<file path="config.mk">
export PLATFORM = sky130hd
export DESIGN_NAME = cmp_wave_timer
export DESIGN_NICKNAME = d
export VERILOG_FILES = /design/src/rtl/cw_pkg.sv /design/src/rtl/cw_regs.sv /design/src/rtl/cw_counter.sv /design/src/rtl/cw_wave.sv /design/src/rtl/cmp_wave_timer.sv
export SDC_FILE = /design/constraint.sdc
export NUM_CORES = 1
export LEC_CHECK = 0
export BUFFER_PORTS_ARGS = -buffer_cell sky130_fd_sc_hd__buf_2
export CORE_MARGIN = 3
export CORE_UTILIZATION = 40
export DETAILED_ROUTE_END_ITERATION = 8
export GPL_TIMING_DRIVEN = 0
export MAX_ROUTING_LAYER = met4
export PLACE_DENSITY_LB_ADDON = 0.15
export SLEW_MARGIN = 20
export SYNTH_ARGS = -nofsm -noshare
export SYNTH_HDL_FRONTEND = slang
export SYNTH_SLANG_ARGS = --single-unit
</file>
<file path="constraint.sdc">
create_clock -name clk -period 1.98 [get_ports clk]
set_input_delay 0.099 -clock clk [delete_from_list [all_inputs] [get_ports clk]]
set_output_delay 0.099 -clock clk [all_outputs]
set_load 0.005 [all_outputs]
</file>
<file path="src/rtl/cw_pkg.sv">
package cw_pkg;

    localparam int CTL_W  = 9;
    localparam logic [1:0] A_CTL = 2'd0;
    localparam logic [1:0] A_RLD = 2'd1;
    localparam logic [1:0] A_CMP = 2'd2;

    // control word as written (bit 8 down to bit 0)
    typedef struct packed {
        logic clr;
        logic idle_lvl;
        logic gate_en;
        logic shot;
        logic split;
        logic run_lo;
        logic run_hi;
        logic pol;
        logic oe;
    } ctl_word_t;

    // stored part of the control word
    typedef struct packed {
        logic idle_lvl;
        logic gate_en;
        logic split;
        logic run_lo;
        logic run_hi;
        logic oe;
    } cfg_t;

    typedef enum logic [1:0] {
        SHOT_IDLE = 2'd0,
        SHOT_WAIT = 2'd1,
        SHOT_RUN  = 2'd2
    } shot_e;

    function automatic cfg_t keep_cfg(input ctl_word_t w);
        cfg_t c;
        c.idle_lvl = w.idle_lvl;
        c.gate_en  = w.gate_en;
        c.split    = w.split;
        c.run_lo   = w.run_lo;
        c.run_hi   = w.run_hi;
        c.oe       = w.oe;
        return c;
    endfunction

endpackage

</file>
<file path="src/rtl/cw_regs.sv">
module cw_regs
    import cw_pkg::*;
#(
    parameter int DW = 16
) (
    input  logic          clk,
    input  logic          rst,
    input  logic          wr_en,
    input  logic [1:0]    wr_addr,
    input  logic [DW-1:0] wr_data,
    input  logic          ovf_pin,
    input  logic          ovf_lo,
    output cfg_t          cfg_q,
    output ctl_word_t     wctl,
    output logic          ctl_wr,
    output logic          arm,
    output logic          start_lvl,
    output logic [DW-1:0] rld_q,
    output logic [DW-1:0] cmp_q,
    output logic [1:0]    ovf_flag
);

    logic clr;

    assign wctl   = ctl_word_t'(wr_data[CTL_W-1:0]);
    assign ctl_wr = wr_en && (wr_addr == A_CTL);
    assign arm    = ctl_wr && !cfg_q.oe && wctl.oe;
    assign clr    = ctl_wr && wctl.clr;

    always_ff @(posedge clk) begin
        if (rst) begin
            cfg_q     <= '0;
            start_lvl <= 1'b0;
            rld_q     <= '0;
            cmp_q     <= '0;
            ovf_flag  <= '0;
        end else begin
            if (ctl_wr) cfg_q <= keep_cfg(wctl);
            if (arm) start_lvl <= wctl.pol;
            if (wr_en && wr_addr == A_RLD) rld_q <= wr_data;
            if (wr_en && wr_addr == A_CMP) cmp_q <= wr_data;
            ovf_flag <= (ovf_flag & {2{!clr}}) | {ovf_pin, ovf_lo};
        end
    end

endmodule

</file>
<file path="src/rtl/cw_counter.sv">
module cw_counter #(
    parameter int HW = 8,
    localparam int DW = 2 * HW
) (
    input  logic          clk,
    input  logic          rst,
    input  logic          split,
    input  logic          en_hi,
    input  logic          en_lo,
    input  logic          load_pin,
    input  logic [DW-1:0] rld,
    input  logic [DW-1:0] cmp,
    output logic [DW-1:0] cnt,
    output logic          ovf_pin,
    output logic          ovf_lo,
    output logic          match_pin
);

    logic full_max, hi_max, lo_max;

    assign full_max  = &cnt;
    assign hi_max    = &cnt[DW-1:HW];
    assign lo_max    = &cnt[HW-1:0];
    assign ovf_pin   = en_hi && !load_pin && (split ? hi_max : full_max);
    assign ovf_lo    = split && en_lo && lo_max;
    assign match_pin = split ? (cnt[DW-1:HW] == cmp[DW-1:HW]) : (cnt == cmp);

    always_ff @(posedge clk) begin
        if (rst) begin
            cnt <= '0;
        end else if (!split) begin
            if (load_pin)    cnt <= rld;
            else if (en_hi)  cnt <= full_max ? rld : cnt + 1'b1;
        end else begin
            if (load_pin)    cnt[DW-1:HW] <= rld[DW-1:HW];
            else if (en_hi)  cnt[DW-1:HW] <= hi_max ? rld[DW-1:HW] : cnt[DW-1:HW] + 1'b1;
            if (en_lo)       cnt[HW-1:0]  <= lo_max ? rld[HW-1:0] : cnt[HW-1:0] + 1'b1;
        end
    end

endmodule

</file>
<file path="src/rtl/cw_wave.sv">
module cw_wave
    import cw_pkg::*;
(
    input  logic      clk,
    input  logic      rst,
    input  cfg_t      cfg_q,
    input  ctl_word_t wctl,
    input  logic      ctl_wr,
    input  logic      arm,
    input  logic      start_lvl,
    input  logic      gate_in,
    input  logic      ovf_pin,
    input  logic      match_pin,
    output logic      en_hi,
    output logic      load_pin,
    output logic      wave,
    output shot_e     shot_q
);

    logic shot_wr, gated_new, gated_now, flip;

    assign shot_wr   = ctl_wr && wctl.shot;
    assign gated_new = wctl.gate_en && gate_in && !wctl.split;
    assign gated_now = cfg_q.gate_en && gate_in && !cfg_q.split;
    assign load_pin  = shot_wr;
    assign en_hi     = (shot_q == SHOT_RUN) || (cfg_q.run_hi && shot_q != SHOT_WAIT);
    assign flip      = en_hi && !load_pin && match_pin && !ovf_pin;

    always_ff @(posedge clk) begin
        if (rst) begin
            shot_q <= SHOT_IDLE;
        end else if (shot_wr) begin
            shot_q <= gated_new ? SHOT_WAIT : SHOT_RUN;
        end else begin
            case (shot_q)
                SHOT_WAIT: if (!gated_now) shot_q <= SHOT_RUN;
                SHOT_RUN:  if (ovf_pin)    shot_q <= SHOT_IDLE;
                default:   shot_q <= SHOT_IDLE;
            endcase
        end
    end

    always_ff @(posedge clk) begin
        if (rst)          wave <= 1'b0;
        else if (arm)     wave <= wctl.pol;
        else if (shot_wr) wave <= start_lvl;
        else if (ovf_pin) wave <= start_lvl;
        else if (flip)    wave <= !start_lvl;
    end

endmodule

</file>
<file path="src/rtl/cmp_wave_timer.sv">
module cmp_wave_timer
    import cw_pkg::*;
#(
    parameter int HW = 8,
    localparam int DW = 2 * HW
) (
    input  logic          clk,
    input  logic          rst,
    input  logic          wr_en,
    input  logic [1:0]    wr_addr,
    input  logic [DW-1:0] wr_data,
    input  logic          gate_in,
    output logic          pin_out,
    output logic [1:0]    ovf_flag
);

    cfg_t          cfg_q;
    ctl_word_t     wctl;
    logic          ctl_wr, arm, start_lvl;
    logic [DW-1:0] rld_q, cmp_q, cnt;
    logic          ovf_pin, ovf_lo, match_pin;
    logic          en_hi, en_lo, load_pin, wave;
    shot_e         shot_q;

    assign en_lo = cfg_q.split && cfg_q.run_lo;

    cw_regs #(.DW(DW)) u_regs (
        .clk(clk), .rst(rst), .wr_en(wr_en), .wr_addr(wr_addr), .wr_data(wr_data),
        .ovf_pin(ovf_pin), .ovf_lo(ovf_lo), .cfg_q(cfg_q), .wctl(wctl),
        .ctl_wr(ctl_wr), .arm(arm), .start_lvl(start_lvl), .rld_q(rld_q),
        .cmp_q(cmp_q), .ovf_flag(ovf_flag)
    );

    cw_counter #(.HW(HW)) u_cnt (
        .clk(clk), .rst(rst), .split(cfg_q.split), .en_hi(en_hi), .en_lo(en_lo),
        .load_pin(load_pin), .rld(rld_q), .cmp(cmp_q), .cnt(cnt),
        .ovf_pin(ovf_pin), .ovf_lo(ovf_lo), .match_pin(match_pin)
    );

    cw_wave u_wave (
        .clk(clk), .rst(rst), .cfg_q(cfg_q), .wctl(wctl), .ctl_wr(ctl_wr),
        .arm(arm), .start_lvl(start_lvl), .gate_in(gate_in), .ovf_pin(ovf_pin),
        .match_pin(match_pin), .en_hi(en_hi), .load_pin(load_pin), .wave(wave),
        .shot_q(shot_q)
    );

    assign pin_out = cfg_q.oe ? wave : cfg_q.idle_lvl;

endmodule

</file>
==> impl_metrics.yaml, run 1 <==
run_status:
  outcome: "completed"
floorplan:
  rows: 32
  core_area_mm2: 0.00789
  die-area_mm2: 0.00939
  die_w_um: 96.9
  io_pins: 25
  die_h_um: 96.9
  initial_core_util: 0.419
yosys:
  syn_area_per_cell_um2: 8.05
  synth_sequential_area_ratio: 0.363
  synth-main-ff-cell: "dfxtp_1"
  synthArstFlopShare: 0
  synth_cells: 411
  synth-edff-count: 0
  synthDistinctLibCells: 66
  synth_fp_nets: 435
  synth-seq-cells: 60
  synth_area_mm2: 0.00331
  yosysWarnings: 0
clocking:
  cts_root_buffer: "clkbuf_8"
  clockBufferDepth: 2
  cts_max_level: 3
  cts.clk_slew.worst_paths_ps: 70
  numCtsBuffers: 9
  clk_latency_ps: 340
  cts_sinks: 60
  cts_tree: "built"
power:
  ir_worst_vdd_uv: 294
  p_sw_mw: 0.771
  swShare: 0.270
  p_per_area_mw_per_mm2: 728
  clkPwrFrac: 0.431
  internal-power_mw: 2.09
  p_leak_nw: 1.41
  power_mw: 2.86
  power_frac_seq: 0.452
  comb_power_share: 0.117
detailed_routing:
  route.detailed.wl_per_inst_um: 17.8
  vias: 3210
  drt-total-wl_mm: 9.91
  vias_per_cell: 5.75
  drcViolationCount: 0
  first_iter_violations: 175
  final_antenna_net_count: 0
  firstDrtPassIters: 5
setup_path:
  crit_start: "u_cnt.cnt[8]"
  critPathRequiredTime_ps: 2270
  worst-setup-path-type: "register to register"
  worstPathArrival_ps: 2200
  endpoint_kind: "register"
  crit_fanout: 8
  start_kind: "register"
  r2r-start: "u_cnt.cnt[8]"
finish:
  drive_gt1_frac: 0.186
  n_antenna_cell: 0
  final_common_cell: "nand2_1"
  layout.cells.non_filler: 558
  layout_common_cells: "80 x nand2_1, 56 x dfxtp_1, 46 x a21oi_1, 33 x buf_2, 28 x nor2_1"
  synthToLayoutAreaGrowth_pct: 18.6
  fill_cells: 754
  fin_nets: 475
placement:
  finalWeightedCongestion: 0.911
  dp_cells: 537
  dp_hpwl_mm: 7.08
  portBuffers: 24
  pre_cts_ws_ps: -144
sta:
  worst_slack_ps: 68.8
  fmax_mhz: 523
  slew_violations: 0
  timing_hold_violations_final: 0
  setup_viol: 0
  fin_skew_ps: 6.89
  period_needed_ps: 1910
  tightest_slew_ps: 888
  period_share: 0.965
  slew_headroom: 0.405
min_path:
  hold_path_startpoint: "wr_data[13]"
  min_path_type: "primary input to register"
global_routing:
  grt_usage: 0.217
  gr-total-overflow: 0
  first_global_vias: 3039
  grt_pass1_wl_mm: 15.8
  grt_max_degree: 12
  antenna_found_initial: 0
run:
  cap_violations: 0
==> power groups by stage <==
stage	Clock, mW	Sequential, mW	Combinational, mW
floorplan	0	1.30	0.213
global placement	0	1.31	0.310
detailed placement	0	1.32	0.315
CTS	1.25	1.29	0.328
global route	1.31	1.30	0.368
finish	1.23	1.29	0.335
==> critical path: stages (launching register included) <==
cell and delay (ps):
dfxtp_4 410, ha_4 160, and4_1 210, buf_6 150
nand2_1 110, or3_4 410, a311oi_1 270, or3b_1 140
==> kinds of logic after synthesis <==
kind of cell / synth area share
buf+inv: 0.0499
mux: 0.0477
xor+xnor: 0.0662
simple gates: 0.252
flops: 0.363
compound gates: 0.213
fa+ha+maj: 0.00757
==> layer usage <==
layer  GRT usage  wire length (um)  part of all wire
met5           -                 0                 0
met4      0.0745               137             0.014
met3      0.0317               599             0.060
met2       0.334              4600              0.46
met1       0.293              4580              0.46
==> layout make-up <==
class / count / area (um2) / share of cell area
buffer: 30 / 151 / 0.0386
clock buffer: 9 / 124 / 0.0316
clock inverter: 7 / 91.3 / 0.0233
inverter: 8 / 30.0 / 0.00766
multi-input combinational: 313 / 2020 / 0.515
sequential: 60 / 1210 / 0.309
tap: 102 / 128 / 0.0325
timing repair buffer: 29 / 165 / 0.0421
==> cell usage after synthesis, types with 3 or more instances <==
library cell  instances  area, um2
a211o_1               4       35.0
a21o_1                3       22.5
a21oi_1              47        235
a21oi_2               4       35.0
a311oi_1              4       35.0
a32oi_1               5       43.8
and3_1                3       18.8
and4_1                3       26.3
buf_2                12       60.1
clkbuf_1             15       56.3
dfxtp_1              60       1200
inv_1                 7       26.3
mux2_2                3       33.8
mux2i_1               9       90.1
nand2_1              80        300
nand3_1              10       50.1
nand3b_1              4       30.0
nand4_1               8       50.1
nor2_1               28        105
nor2b_1               3       18.8
nor3b_1               3       22.5
o21ai_0               7       35.0
o32ai_1               6       52.6
or3_1                 3       18.8
xnor2_1              19        166
xor2_1                6       52.6
==> per-stage QoR <==
step | setup TNS [ps] | hold WS (ps) | cell area (um2) | util
CTS | 0 | 0.114 | 3880 | 0.492
finish | 0 | 7.45 | 3920 | 0.497
floorplan | 0 | 235 | 3310 | -
global placement | -1310 | 357 | 3550 | 0.451
global route | -2.53 | 6.42 | 3920 | 0.497
detailed placement | -1410 | 359 | 3550 | 0.451
==> flip-flops by register name, summed over array words and instances (netlist names) <==
register	flops
u_regs.cmp_q	16
u_regs.cfg_q	6
u_cnt.cnt	16
u_regs.ovf_flag	2
u_regs.start_lvl	1
u_wave.wave	1
u_regs.rld_q	16
u_wave.shot_q	2
==> repair_timing <==
action                     in CTS  in global routing
buffers inserted                2                  0
hold endpoints to repair        4                  0
hold buffers                    3                  0
setup endpoints to repair      15                 14
gates resized for setup        16                 13
pin swaps                       2                  2
==> path summary, 6_finish.rpt <==
kind | endpoint | slack, ps | cells past startpoint
max | u_wave.wave | 70 | 7
min | u_regs.cmp_q[13] | 7 | 3
max reg2reg | u_wave.wave | 70 | 7
min reg2reg | u_regs.rld_q[3] | 460 | 2
Power figures use the tool's default switching activity.
==> run 2: changes to the inputs <==
Settings changed: CORE_UTILIZATION 40 to 45.
==> run 2 against run 1 <==
Net effect: total power grew 0.42%; worst hold slack gained 16 ps; sequential share of layout area shrank 0.21 points; global-route usage grew 2.6 points; largest cell class unchanged; fmax shrank 1.7%; die area shrank 10%; cell area grew 0.89%; core utilization grew 7.3 points; sequential power is essentially flat; via count grew 2.0%.
==> impl_metrics.yaml, run 2 (synthesized netlist as in run 1, its figures left out) <==
sta:
  slew_headroom: 0.324
  timing_hold_violations_final: 0
  setup_viol: 0
  fmax_mhz: 514
  tightest_slew_ps: 1010
  slew_violations: 0
  period_share: 0.982
  fin_setup_tns_ps: 0
  fin_skew_ps: 13.2
  period_needed_ps: 1940
clocking:
  cts_tree: "built"
  clockBufferDepth: 2
  cts_sinks: 60
  clk_latency_ps: 340
  numCtsBuffers: 9
  cts_root_buffer: "clkbuf_8"
  cts.clk_slew.worst_paths_ps: 80
  cts_max_level: 3
power:
  clkPwrFrac: 0.432
  swShare: 0.258
  internal-power_mw: 2.13
  ir_worst_vdd_uv: 467
  p_per_area_mw_per_mm2: 725
  p_sw_mw: 0.741
  power_mw: 2.87
  power_frac_seq: 0.449
  comb_power_share: 0.118
  p_leak_nw: 1.43
setup_path:
  critPathBufInv: 2
  slowest_stage: "dfxtp_4"
  start_kind: "register"
  critPathRequiredTime_ps: 2230
  crit_end: "u_cnt.cnt[14]"
  slowest_delay_ps: 390
  r2r_slack_ps: 40
  worst-setup-path-type: "register to register"
  crit_start: "u_cnt.cnt[8]"
  endpoint_kind: "register"
  worstPathArrival_ps: 2190
  ff2ff_path_depth: 8
  cp_num_cells: 8
  crit_family: "compound AO/OA/AOI/OAI gates"
  r2r-end: "u_cnt.cnt[14]"
  crit_fanout: 8
  crit_chain: "ha_4 > and4_1 > buf_6 > nand4_1 > buf_4 > a21oi_1 > a211o_1 > a311oi_1"
  r2r-start: "u_cnt.cnt[8]"
global_routing:
  grt_usage: 0.244
  grt_max_degree: 11
  gr-total-overflow: 0
  grt_pass1_wl_mm: 15.6
  first_global_vias: 3004
  antenna_found_initial: 0
floorplan:
  rows: 30
  die-area_mm2: 0.00841
  die_w_um: 91.7
  io_pins: 25
  core_area_mm2: 0.00694
  initial_core_util: 0.476
  die_h_um: 91.7
detailed_routing:
  final_antenna_net_count: 0
  first_iter_violations: 308
  drcViolationCount: 0
  vias: 3275
  firstDrtPassIters: 5
  route.detailed.wl_per_inst_um: 17.5
  vias_per_cell: 5.89
  drt-total-wl_mm: 9.74
placement:
  finalWeightedCongestion: 0.957
  dp_hpwl_mm: 6.94
  portBuffers: 24
finish:
  synthToLayoutAreaGrowth_pct: 19.7
  reg_top3: "u_cnt.cnt (16), u_regs.cmp_q (16), u_regs.rld_q (16)"
  seq_area_mm2: 0.00122
  multiInputGateArea_mm2: 0.00203
  layout_common_cells: "80 x nand2_1, 56 x dfxtp_1, 46 x a21oi_1, 34 x buf_2, 28 x nor2_1"
  drive_gt1_frac: 0.180
  n_antenna_cell: 0
  final_common_cell: "nand2_1"
  fill_cells: 655
  fin_nets: 479
run:
  cap_violations: 0
min_path:
  min_path_type: "primary input to register"
run_status:
  outcome: "completed"
[run 2: cell count changes in the layout (fill, tap and decap cells not counted), sizes merged]
| cell | previous run | this run |
|---|---|---|
| buf | 39 | 42 |
| clkinv | 5 | 2 |
| clkbuf | 26 | 27 |
| dlygate4sd3 | 3 | 6 |
[run 2: power groups by stage]
stage	registers (mW)	logic [mW]	clock network [mW]
after floorplan	1.30	0.213	0
after global placement	1.31	0.306	0
after detailed placement	1.31	0.312	0
after CTS	1.29	0.329	1.26
after global routing	1.29	0.373	1.30
final	1.29	0.339	1.24
[run 2: repair_timing]
| action | in CTS | in global routing |
|---|---|---|
| hold endpoints to repair | 10 | 0 |
| pin swaps | 1 | 4 |
| resized for setup | 15 | 14 |
| buffers inserted | 2 | 1 |
| hold buffers | 6 | 0 |
| endpoints found under the setup margin | 16 | 13 |
[run 2: layout make-up]
class,count,area share
Clock inverter,4,0.0183
Inverter,8,0.00759
Clock buffer,12,0.0367
Buffer,30,0.0367
Tap cell,96,0.0304
Sequential cell,60,0.307
Multi-Input combinational cell,313,0.512
Timing Repair Buffer,33,0.0512
[run 2: layer usage]
metal / vias up / wire length [um] / GRT usage / share of wire
met4: 0 / 174 / 0.0755 / 0.018
li1: 1561 / - / - / -
met3: 17 / 704 / 0.0558 / 0.072
met2: 140 / 4370 / 0.357 / 0.45
met5: - / 0 / - / 0
met1: 1557 / 4480 / 0.335 / 0.46
[run 2: worst min-delay path by stage]
stage / startpoint / endpoint / cells past startpoint
3_5_place_dp: wr_data[10] / u_regs.rld_q[10] / 3
2_1_floorplan: wr_data[0] / u_regs.rld_q[0] / 2
5_1_grt: wr_data[15] / u_regs.cmp_q[15] / 3
4_1_cts: wr_data[15] / u_regs.cmp_q[15] / 3
3_3_place_gp: wr_data[10] / u_regs.rld_q[10] / 3
6_report: wr_data[15] / u_regs.cmp_q[15] / 3
[run 2: through the flow]
step	setup slack (ps)	area (um2)	util	hold WS, ps	cells
floorplan	107	3310	-	235	411
detailed placement	-149	3550	0.511	361	531
CTS	5.70	3890	0.561	14.3	555
finish	35.2	3960	0.570	23.4	556
global route	-35.2	3960	0.570	28.9	556
global placement	-98.4	3550	0.511	355	531
[run 2: worst register-to-register path, cell delays in order, from the launching register on]
cell,delay [ps]
dfxtp_4,390
ha_4,180
and4_1,200
buf_6,140
nand4_1,200
buf_4,150
a21oi_1,50
a211o_1,300
a311oi_1,240
==> run 3: changes to the inputs <==
Settings changed: REMOVE_ABC_BUFFERS set to 1.
==> run 3 against run 2 <==
Net effect: the run now ends with hold timing left; sequential power hardly changed; die area stayed put; worst setup slack better by 73 ps; largest cell class unchanged.
==> impl_metrics.yaml, run 3 (synthesized netlist as in run 1, its figures left out) <==
finish:
  fin_nets: 451
  n_antenna_cell: 0
  layout_common_cells: "80 x nand2_1, 53 x dfxtp_1, 47 x a21oi_1, 27 x nor2_1, 24 x buf_2"
  fill_cells: 674
  synthToLayoutAreaGrowth_pct: 14.8
  multiInputGateArea_mm2: 0.00201
  seq_area_mm2: 0.00121
  layout.cells.non_filler: 528
  final_common_cell: "nand2_1"
  reg_top3: "u_cnt.cnt (16), u_regs.cmp_q (16), u_regs.rld_q (16)"
  drive_gt1_frac: 0.185
sta:
  timing_hold_violations_final: 1
  worst_slack_ps: 108
  slew_headroom: 0.333
  tightest_slew_ps: 995
  period_share: 0.945
  period_needed_ps: 1870
  fin_skew_ps: 8.05
  whs_ps: -1.08
  rsz0062_at_grt: "false"
  fmax_mhz: 534
  setup_viol: 0
  slew_violations: 0
setup_path:
  endpoint_kind: "register"
  start_kind: "register"
  worstPathArrival_ps: 2110
  critPathRequiredTime_ps: 2210
  crit_fanout: 7
  worst-setup-path-type: "register to register"
global_routing:
  grt_util_met3: 0.0410
  grt_usage: 0.230
  antenna_found_initial: 0
  first_global_vias: 2871
  grt_pass1_wl_mm: 14.9
  met2_usage: 0.321
  grt_busiest_layer: "met1"
  gr-total-overflow: 0
  gr-usage-met1: 0.330
  grt_max_degree: 34
detailed_routing:
  drcViolationCount: 0
  first_iter_violations: 180
  vias: 3084
  firstDrtPassIters: 5
  drt-total-wl_mm: 8.99
  vias_per_cell: 5.84
  final_antenna_net_count: 0
  route.detailed.wl_per_inst_um: 17.0
run_status:
  violations: "hold timing"
  outcome: "complete, but fails checks"
clocking:
  cts_max_level: 3
  numCtsBuffers: 9
  cts_tree: "built"
  clockBufferDepth: 2
  cts_sinks: 60
  cts_root_buffer: "clkbuf_8"
  clk_latency_ps: 350
  cts.clk_slew.worst_paths_ps: 70
placement:
  pre_cts_ws_ps: -540
  portBuffers: 24
  dp_hpwl_mm: 5.88
  dp_cells: 503
  finalWeightedCongestion: 0.853
floorplan:
  core_area_mm2: 0.00694
  initial_core_util: 0.476
  die-area_mm2: 0.00841
  die_w_um: 91.7
  io_pins: 25
  rows: 30
  die_h_um: 91.7
power:
  internal-power_mw: 1.96
  comb_power_share: 0.115
  p_leak_nw: 1.32
  power_frac_seq: 0.482
  ir_worst_vdd_uv: 451
  swShare: 0.275
  clkPwrFrac: 0.403
  p_per_area_mw_per_mm2: 711
  p_sw_mw: 0.744
min_path:
  min_path_type: "primary input to register"
run:
  cap_violations: 0
[run 3: power groups by stage]
stage	combinational (mW)	sequential, mW	clock (mW)
after floorplan	0.178	1.31	0
final	0.311	1.30	1.09
after global placement	0.278	1.33	0
after detailed placement	0.288	1.33	0
after CTS	0.301	1.30	1.09
after global routing	0.346	1.31	1.15
[run 3: final cells by class]
cell class / count / area share
clock buffer: 11 / 0.0346
clock inverter: 5 / 0.0138
inverter: 8 / 0.00824
multi-input combinational: 313 / 0.531
sequential: 60 / 0.320
tap: 96 / 0.0317
timing repair buffer: 35 / 0.0607
[run 3: what timing repair did]
item	CTS	global route
endpoints found under the setup margin	18	9
setup buffers	1	2
gates resized for setup	16	13
pin swaps	1	1
gates cloned	0	0
hold endpoints to repair	8	0
hold buffers	6	0
[run 3: per-layer routing]
metal | vias to the layer above | wire length (um)
li1 | 1498 | -
met1 | 1464 | 4320
met2 | 103 | 3950
met3 | 19 | 570
met4 | 0 | 145
met5 | - | 0
[run 3: per-stage QoR]
step           power (mW)  area, um2  utilization  TNS [ps]
2_1_floorplan        1.49       3170            -         0
3_3_place_gp         1.60       3410        0.491     -5810
3_5_place_dp         1.61       3440        0.496     -5340
4_1_cts              2.69       3740        0.538         0
5_1_grt              2.81       3790        0.546         0
6_report             2.70       3790        0.546         0
[run 3: final timing paths]
kind	from	to	slack (ps)	cells after the start
worst max-delay path	u_cnt.cnt[0]	u_wave.wave	110	6
worst min-delay path	wr_data[15]	u_regs.cmp_q[15]	-1	3
worst max register to register	u_cnt.cnt[0]	u_wave.wave	110	6
worst min register to register	u_regs.rld_q[5]	u_regs.rld_q[5]	450	2
[run 3: critical path, cell delays in order (launching register included)]
cell and delay, ps:
dfxtp_2 360, ha_1 250, and3_4 240, a21oi_2 230
or3_4 190, a311oi_2 90, or3b_1 400
